$ cat src/rtl/dra_pkg.sv
package dra_pkg;
  typedef enum logic [1:0] {
    ARB_IDLE = 2'd0,
    ARB_WAIT = 2'd1,
    ARB_BUSY = 2'd2
  } arb_state_t;
endpackage

$ cat src/rtl/dra_refresh_unit.sv
// Latches refresh ticks until served and keeps the refresh row address.
module dra_refresh_unit #(
  parameter int ADDR_W = 24
) (
  input  logic              clk,
  input  logic              rst,
  input  logic              tick,
  input  logic              served,
  output logic              pend,
  output logic [ADDR_W-1:0] row_addr
);
  localparam logic [ADDR_W-1:0] ONE = {{(ADDR_W-1){1'b0}}, 1'b1};

  always_ff @(posedge clk) begin
    if (rst) begin
      pend     <= 1'b0;
      row_addr <= '0;
    end else begin
      // a tick in the serving cycle keeps a fresh refresh pending
      pend <= (pend & ~served) | tick;
      if (served) row_addr <= row_addr + ONE;
    end
  end
endmodule

$ cat src/rtl/dra_lowest_pick.sv
// One-hot pick of the lowest-numbered active request.
module dra_lowest_pick #(
  parameter int N = 4
) (
  input  logic [N-1:0] req,
  output logic [N-1:0] pick,
  output logic         any
);
  logic [N:0] seen;
  assign seen[0] = 1'b0;

  for (genvar i = 0; i < N; i++) begin : g_chain
    assign seen[i+1] = seen[i] | req[i];
    assign pick[i]   = req[i] & ~seen[i];
  end

  assign any = seen[N];
endmodule

$ cat src/rtl/dra_ctrl.sv
// Bus ownership sequencer: idle -> wait for hold ack -> busy until done.
module dra_ctrl
  import dra_pkg::*;
#(
  parameter int NCH    = 4,
  parameter int ADDR_W = 24
) (
  input  logic              clk,
  input  logic              rst,
  input  logic              tick,
  input  logic              rf_pend,
  input  logic [ADDR_W-1:0] rf_addr,
  input  logic [NCH-1:0]    ch_pick,
  input  logic              ch_any,
  input  logic              hold_ack,
  input  logic              xfer_done,
  output logic              hold_q,
  output logic [NCH-1:0]    gnt_q,
  output logic              rf_own_q,
  output logic [ADDR_W-1:0] addr_q,
  output logic              rf_served,
  output logic              in_wait
);
  arb_state_t state;
  logic       want;
  logic       more;

  assign want      = rf_pend | tick | ch_any;
  assign rf_served = (state == ARB_BUSY) & rf_own_q & xfer_done;
  // work left after the current owner finishes
  assign more      = (rf_pend & ~rf_own_q) | tick | ch_any;
  assign in_wait   = (state == ARB_WAIT);

  always_ff @(posedge clk) begin
    if (rst) begin
      state    <= ARB_IDLE;
      hold_q   <= 1'b0;
      gnt_q    <= '0;
      rf_own_q <= 1'b0;
      addr_q   <= '0;
    end else begin
      unique case (state)
        ARB_IDLE: begin
          if (want) begin
            state  <= ARB_WAIT;
            hold_q <= 1'b1;
          end
        end
        ARB_WAIT: begin
          if (hold_ack && rf_pend) begin
            state    <= ARB_BUSY;
            rf_own_q <= 1'b1;
            addr_q   <= rf_addr;
          end else if (hold_ack && ch_any) begin
            state <= ARB_BUSY;
            gnt_q <= ch_pick;
          end else if (!want) begin
            state  <= ARB_IDLE;
            hold_q <= 1'b0;
          end
        end
        ARB_BUSY: begin
          if (xfer_done) begin
            gnt_q    <= '0;
            rf_own_q <= 1'b0;
            addr_q   <= '0;
            if (more) begin
              state <= ARB_WAIT;
            end else begin
              state  <= ARB_IDLE;
              hold_q <= 1'b0;
            end
          end
        end
        default: begin
          state  <= ARB_IDLE;
          hold_q <= 1'b0;
        end
      endcase
    end
  end
endmodule

$ cat src/rtl/dma_refresh_arbiter.sv
module dma_refresh_arbiter #(
  parameter int NCH    = 4,
  parameter int ADDR_W = 24
) (
  input  logic              clk,
  input  logic              rst,
  input  logic [NCH-1:0]    chan_req,
  input  logic              refresh_tick,
  input  logic              hold_ack,
  input  logic              xfer_done,
  output logic              hold_req,
  output logic [NCH-1:0]    chan_gnt,
  output logic              refresh_qual,
  output logic [ADDR_W-1:0] addr_out,
  output logic              cs_ignore
);
  logic              rf_pend;
  logic [ADDR_W-1:0] rf_addr;
  logic              rf_served;
  logic [NCH-1:0]    ch_pick;
  logic              ch_any;
  logic              rf_own;
  logic              st_wait;

  dra_refresh_unit #(.ADDR_W(ADDR_W)) u_rf (
    .clk      (clk),
    .rst      (rst),
    .tick     (refresh_tick),
    .served   (rf_served),
    .pend     (rf_pend),
    .row_addr (rf_addr)
  );

  dra_lowest_pick #(.N(NCH)) u_pick (
    .req  (chan_req),
    .pick (ch_pick),
    .any  (ch_any)
  );

  dra_ctrl #(.NCH(NCH), .ADDR_W(ADDR_W)) u_ctrl (
    .clk       (clk),
    .rst       (rst),
    .tick      (refresh_tick),
    .rf_pend   (rf_pend),
    .rf_addr   (rf_addr),
    .ch_pick   (ch_pick),
    .ch_any    (ch_any),
    .hold_ack  (hold_ack),
    .xfer_done (xfer_done),
    .hold_q    (hold_req),
    .gnt_q     (chan_gnt),
    .rf_own_q  (rf_own),
    .addr_q    (addr_out),
    .rf_served (rf_served),
    .in_wait   (st_wait)
  );

  assign cs_ignore    = rf_own;
  assign refresh_qual = rf_own & hold_ack;
endmodule

$ cat config.mk
export PLATFORM = sky130hd
export DESIGN_NAME = dma_refresh_arbiter
export DESIGN_NICKNAME = d
export VERILOG_FILES = /design/src/rtl/dra_pkg.sv /design/src/rtl/dra_refresh_unit.sv /design/src/rtl/dra_lowest_pick.sv /design/src/rtl/dra_ctrl.sv /design/src/rtl/dma_refresh_arbiter.sv
export SDC_FILE = /design/constraint.sdc
export NUM_CORES = 1
export LEC_CHECK = 0
export BUFFER_PORTS_ARGS = -buffer_cell sky130_fd_sc_hd__buf_2
export CAP_MARGIN = 10
export CORE_MARGIN = 2
export CORE_UTILIZATION = 59
export DETAILED_ROUTE_END_ITERATION = 12
export PLACE_DENSITY_LB_ADDON = 0.25
export SKIP_CTS_REPAIR_TIMING = 1
export SLEW_MARGIN = 20
export SYNTH_ARGS = -nofsm -noshare
export SYNTH_HDL_FRONTEND = slang
export SYNTH_HIERARCHICAL = 1
export SYNTH_SLANG_ARGS = --single-unit
export TNS_END_PERCENT = 50
$ cat constraint.sdc
create_clock -name clk -period 3.8 [get_ports clk]
set_input_delay 0.76 -clock clk [delete_from_list [all_inputs] [get_ports clk]]
set_output_delay 0.76 -clock clk [all_outputs]
set_load 0.05 [all_outputs]
Word-level counts from Yosys, hierarchy flattened --
Index checks and enable logic that the tools add are counted.
Operators by class: $add $sub $neg 1, multiply operators 0, div/mod/pow operators 0, $lt $le $gt $ge 0, equality and inequality tests 11, shifts and indexed selects 0, multiplexer cells 24, bitwise logic cells 21, reduce and logical (&&, ||, !) cells 8
Operator list (count):
- $mux 24 | 2
- $pmux 24 s2 | 1
- $add 24x1->24 const B | 1
- $mux 4 | 3
- $mux 2 | 5
- $ne 2x2->1 const B | 5
- $mux 1 | 9
- $and 1x1->1 | 8
- $or 1x1->1 | 8
- $pmux 4 s2 | 1
- $ne 2x1->1 const B | 3
- $pmux 2 s3 | 1
- $reduce_and 3->1 | 2
- $reduce_and 6->1 | 1
- $not 1->1 | 5
- $ne 4x4->1 const B | 1
- $reduce_and 4->1 | 1
- $pmux 1 s3 | 1
- $eq 2x1->1 const B | 1
- $eq 2x2->1 const B | 1
- $logic_and 1x1->1 | 2
- $logic_not 2->1 | 1
- $pmux 1 s2 | 1
- $reduce_bool 2->1 | 1
Storage, ports and cells: bits in registers 57, bits in latches 0, RAM bits 0, memory bits (read-only) 0, bits of input ports 9, output and inout bits 31, word-level logic and storage cells 72, memories kept 0

Depth between registers and ports, before layout --
depth after elaboration 8, depth in mapped cells 9, depth with buffers taken out 6

By module --
Netlist, hierarchy kept.
By module, submodules not included:
- dra_ctrl | instances 1, cells an instance 133, area an instance 1266.2 um^2, seq. area each 640.6 um^2
- dra_refresh_unit | instances 1, cells an instance 129, area an instance 1106.1 um^2, seq. area each 500.5 um^2
- dra_lowest_pick | instances 1, cells an instance 5, area an instance 37.5 um^2, seq. area each 0.0 um^2
- dma_refresh_arbiter | instances 1, cells an instance 1, area an instance 6.3 um^2, seq. area each 0.0 um^2

Least setup slack after synthesis --
No wires, ideal clock.
path kind input to register, from input xfer_done, to register u_rf.row_addr[17], library setup time 0.070 ns, arrival 2.384 ns, data required time 3.730 ns, path slack 1.346 ns, stages 7, path buffers 1, cell sequence nand3b_1 > nor2_1 > buf_4 > nand4_1 > or4_4 > or4_1 > a21oi_1
On the way: longest elaborated chain between the ends 1
RTL lines:
- from (decl) | line dma_refresh_arbiter.sv:10 | input logic xfer_done,
- $and 1x1->1 | line dra_ctrl.sv:29 | assign rf_served = (state == ARB_BUSY) & rf_own_q & xfer_done;
- net rf_served | line dma_refresh_arbiter.sv:19 | logic rf_served;
- to (signal assigned) | line dra_refresh_unit.sv:21 | if (served) row_addr <= row_addr + ONE;
- to (decl) | line dra_refresh_unit.sv:10 | output logic [ADDR_W-1:0] row_addr
The timed path passes the listed nets, and every way through them passes these cells. A chain may end at the register's enable or synchronous reset.

Worst setup path in the final report --
from register u_ctrl.state[1], to register u_rf.row_addr[17]
On the way: longest elaborated chain between the ends 3
RTL lines:
- from (decl) | line dra_ctrl.sv:24 | arb_state_t state;
- from (signal assigned) | line dra_ctrl.sv:36 | state <= ARB_IDLE;
- from (signal assigned) | line dra_ctrl.sv:45 | state <= ARB_WAIT;
- from (signal assigned) | line dra_ctrl.sv:51 | state <= ARB_BUSY;
- $eq 2x2->1 | line dra_ctrl.sv:29
- $and 1x1->1 (2 in a row) | line dra_ctrl.sv:29
- net rf_served | line dma_refresh_arbiter.sv:19
The timed path passes the listed nets, and every way through them passes these cells.

==> results by group <==
Flow run
  – Max-cap violations: 0

Worst hold path
  – Min-Delay Path Class: reg2reg

Pwr
  – Static leakage: 1.04 nW
  – Power Total: 0.00126 W
  – Peak VDD IR: 0.312 mV
  – PD cells: 453 mW/mm²

Detailed routing
  – First-pass DRT Iterations: 4
  – Final wirelength: 4840 µm
  – Drt wl/cell: 13.6 µm
  – Total number of vias: 2031
  – Vias/cell: 5.72
  – DRT iter0 DRCs: 160
  – Post-route ant nets: 0
  – # DRC: 0

Global route
  – Total global-route track usage: 22.7%
  – GRT overflow: 0
  – Initial antenna violation count: 0
  – First-pass GRT wire length: 7820 µm
  – Vias in the first global route: 1754
  – Largest net degree at the start of global routing: 58

Logic synthesis
  – Synthesized instance count: 268
  – Post-synth top area share: 47.2%
  – Synth area leader: dfxtp_1
  – Number of flops mapped to enable cells by yosys: 0
  – Most common cell in the synthesized netlist: dfxtp_1
  – Sequential share of the synthesized area: 47.2%
  – Synth warn: 6
  – Synth Register Bits: 57
  – Avg Cell Area, Syn: 9.02 µm²
  – Asr flop ratio synth: 0%
  – Distinct cells, synth: 42
  – Synth Cell Area: 0.00242 mm²
  – Commonest cells post-synth: dfxtp_1 (57), nor2_1 (45), a22oi_1 (24), a21oi_1 (18)
  – Net Count, Synth: 278
  – Prevailing post-synth register cell: dfxtp_1
  – Top cells by area, synth: dfxtp_1 (47%), a22oi_1 (7.5%), nor2_1 (7.0%)

Floorplanning
  – Die span in y: 68.0 µm
  – Die area: 0.00462 mm²
  – Io pins: 40
  – Starting density of the core: 60.8%
  – Die X: 68.0 µm
  – Site row count: 23
  – Core area: 0.00397 mm²

Setup path
  – Crit. path cell count: 7
  – Reg2Reg Depth: 7
  – Slowest stage delay, CP: 0.58 ns
  – Worst Setup EP: u_rf/row_addr[17]$_SDFFE_PP0P_
  – Buf/Inv on CP: 1
  – Crit path DAT: 2.99 ns
  – Crit Path Max Fanout: 13
  – Worst Path Required: 4.05 ns
  – Critical-path cell list: nand3b_1 > nor2_1 > buf_4 > nand4_1 > or4_4 > or4_1 > a21oi_1
  – Setup CP Type: reg2reg
  – Setup crit start: u_ctrl/state[1]$_SDFFE_PP0P_
  – R2r endpoint: u_rf/row_addr[17]$_SDFFE_PP0P_
  – Kind of cell adding the most delay to the critical path: simple AND/OR/NAND/NOR gates
  – Critical Path Slowest Stage Cell: dfxtp_1
  – Startpoint types: flop
  – Reg2reg setup slack: 1.07 ns
  – CP endpoint kind: flop
  – RR Startpoint: u_ctrl/state[1]$_SDFFE_PP0P_

Timing
  – Min Hold Slack: 0.483 ns
  – Worst slew pin tran: 1.04 ns
  – Clk_skew: 0.00526 ns
  – Fmax achieved: 366 MHz
  – Unrepaired setup endpoints after global routing: no
  – Final setup fails: 0
  – Final setup TNS: 0 ns
  – Slew HR: 30.5%
  – Final hold violations: 0
  – Final slew viol count: 0
  – Period utilization: 72.0%
  – Fin crit period: 2.73 ns

Finish
  – Fin cells: 355
  – Share of cells above drive strength 1: 20.7%
  – ANT cells: 0
  – Nets: 311
  – Syn-to-layout area delta: 15.4%

Clock tree
  – CTS Buf Count: 9
  – Clk slew on worst S/H paths: 0.06 ns
  – Root Driver: clkbuf_8
  – CTS tree: built
  – Max H-tree Level: 3
  – Num Clock Sinks: 57
  – Deepest clock path buffer count: 2
  – Worst skew pair latency: 0.33 ns

Place
  – Post-DP HPWL: 3030 µm
  – Placed insts: 340
  – Port Buffer Count: 39
  – RePlAce Congestion: 0.757

Run status
  – Status: completed
==> power by group <==
part	internal, W	leakage, nW	switching, W	total (W)
Combinational	0.0000187	0.472	0.0000409	0.0000597
Clock	0.000369	0.112	0.000223	0.000592
Sequential	0.000603	0.460	0.00000797	0.000611
Total	0.000991	1.04	0.000272	0.00126
==> worst min-delay path, cell delays in order, from the launching register on <==
cell and delay [ns]:
dfxtp_1 0.31, o21ai_1 0.07, a21oi_1 0.06
==> worst min path at each step <==
stage | from | to | slack (ns) | depth (start not counted)
global placement | u_ctrl/addr_q[17]$_SDFFE_PP0P_ | u_ctrl/addr_q[17]$_SDFFE_PP0P_ | 0.47 | 2
global route | u_ctrl/addr_q[22]$_SDFFE_PP0P_ | u_ctrl/addr_q[22]$_SDFFE_PP0P_ | 0.52 | 2
CTS | u_ctrl/hold_q$_SDFFE_PP0P_ | u_ctrl/hold_q$_SDFFE_PP0P_ | 0.49 | 2
detailed placement | u_ctrl/hold_q$_SDFFE_PP0P_ | u_ctrl/hold_q$_SDFFE_PP0P_ | 0.48 | 2
finish | u_ctrl/hold_q$_SDFFE_PP0P_ | u_ctrl/hold_q$_SDFFE_PP0P_ | 0.48 | 2
floorplan | u_rf/row_addr[23]$_SDFFE_PP0P_ | u_rf/row_addr[23]$_SDFFE_PP0P_ | 0.45 | 2
==> layout by cell type, fill, tap and decap left out, types with 2 or more instances in the layout <==
cell type	synthesis	routed
dfxtp_1	57	57
nor2_1	45	45
buf_2	3	39
a22oi_1	24	24
a21oi_1	18	18
clkbuf_8	0	13
o21ai_0	9	9
or3_1	9	9
nand2_1	9	9
xnor2_1	7	7
inv_1	6	6
nor3_1	6	6
or4_1	6	6
nand3_1	6	6
and2_1	5	5
mux2i_1	5	5
o31ai_1	5	5
nand4_1	4	4
or4_4	3	3
xor2_1	3	3
nor2b_1	2	2
and4b_1	2	2
o21a_1	2	2
and4_1	2	2
==> logic make-up after synthesis <==
kind of cell	Yosys count	synth area share [%]
XOR/XNOR	10	3.63
adder cells (fa/ha/maj)	1	0.518
AO/OA/AOI/OAI	65	18.1
AND/OR/NAND/NOR	106	23.1
multiplexers	5	2.07
buffers and inverters	24	5.33
flip-flops	57	47.2
==> stage by stage <==
step	setup WS, ns	utilization, %	cell area [µm²]
5_1_grt	0.825	70.2	2790
2_1_floorplan	1.35	-	2420
6_report	1.07	70.2	2790
3_5_place_dp	0.877	64.8	2570
3_3_place_gp	0.945	64.8	2570
4_1_cts	1.10	70.2	2790
==> layout make-up <==
cell class,instances,area [µm²]
fill,312,1180
multi-input combinational,187,1150
sequential,57,1140
timing repair buffer,40,203
clock buffer,13,179
tap,50,62.6
clock inverter,2,35.0
inverter,6,22.5
==> registers in the layout, indices dropped and copies added, names as in the netlist <==
name,cells
u_rf/pend,1
u_ctrl/hold_q,1
u_ctrl/state,2
u_ctrl/gnt_q,4
u_ctrl/rf_own_q,1
u_ctrl/addr_q,24
u_rf/row_addr,24
==> layer usage <==
metal,vias up,wire length (µm),global-route usage (%)
li1,1037,-,-
met1,939,2330,29.3
met2,44,2230,34.8
met3,11,205,7.40
met4,0,77,9.75
met5,-,0,0
Power figures use the tool's default switching activity.
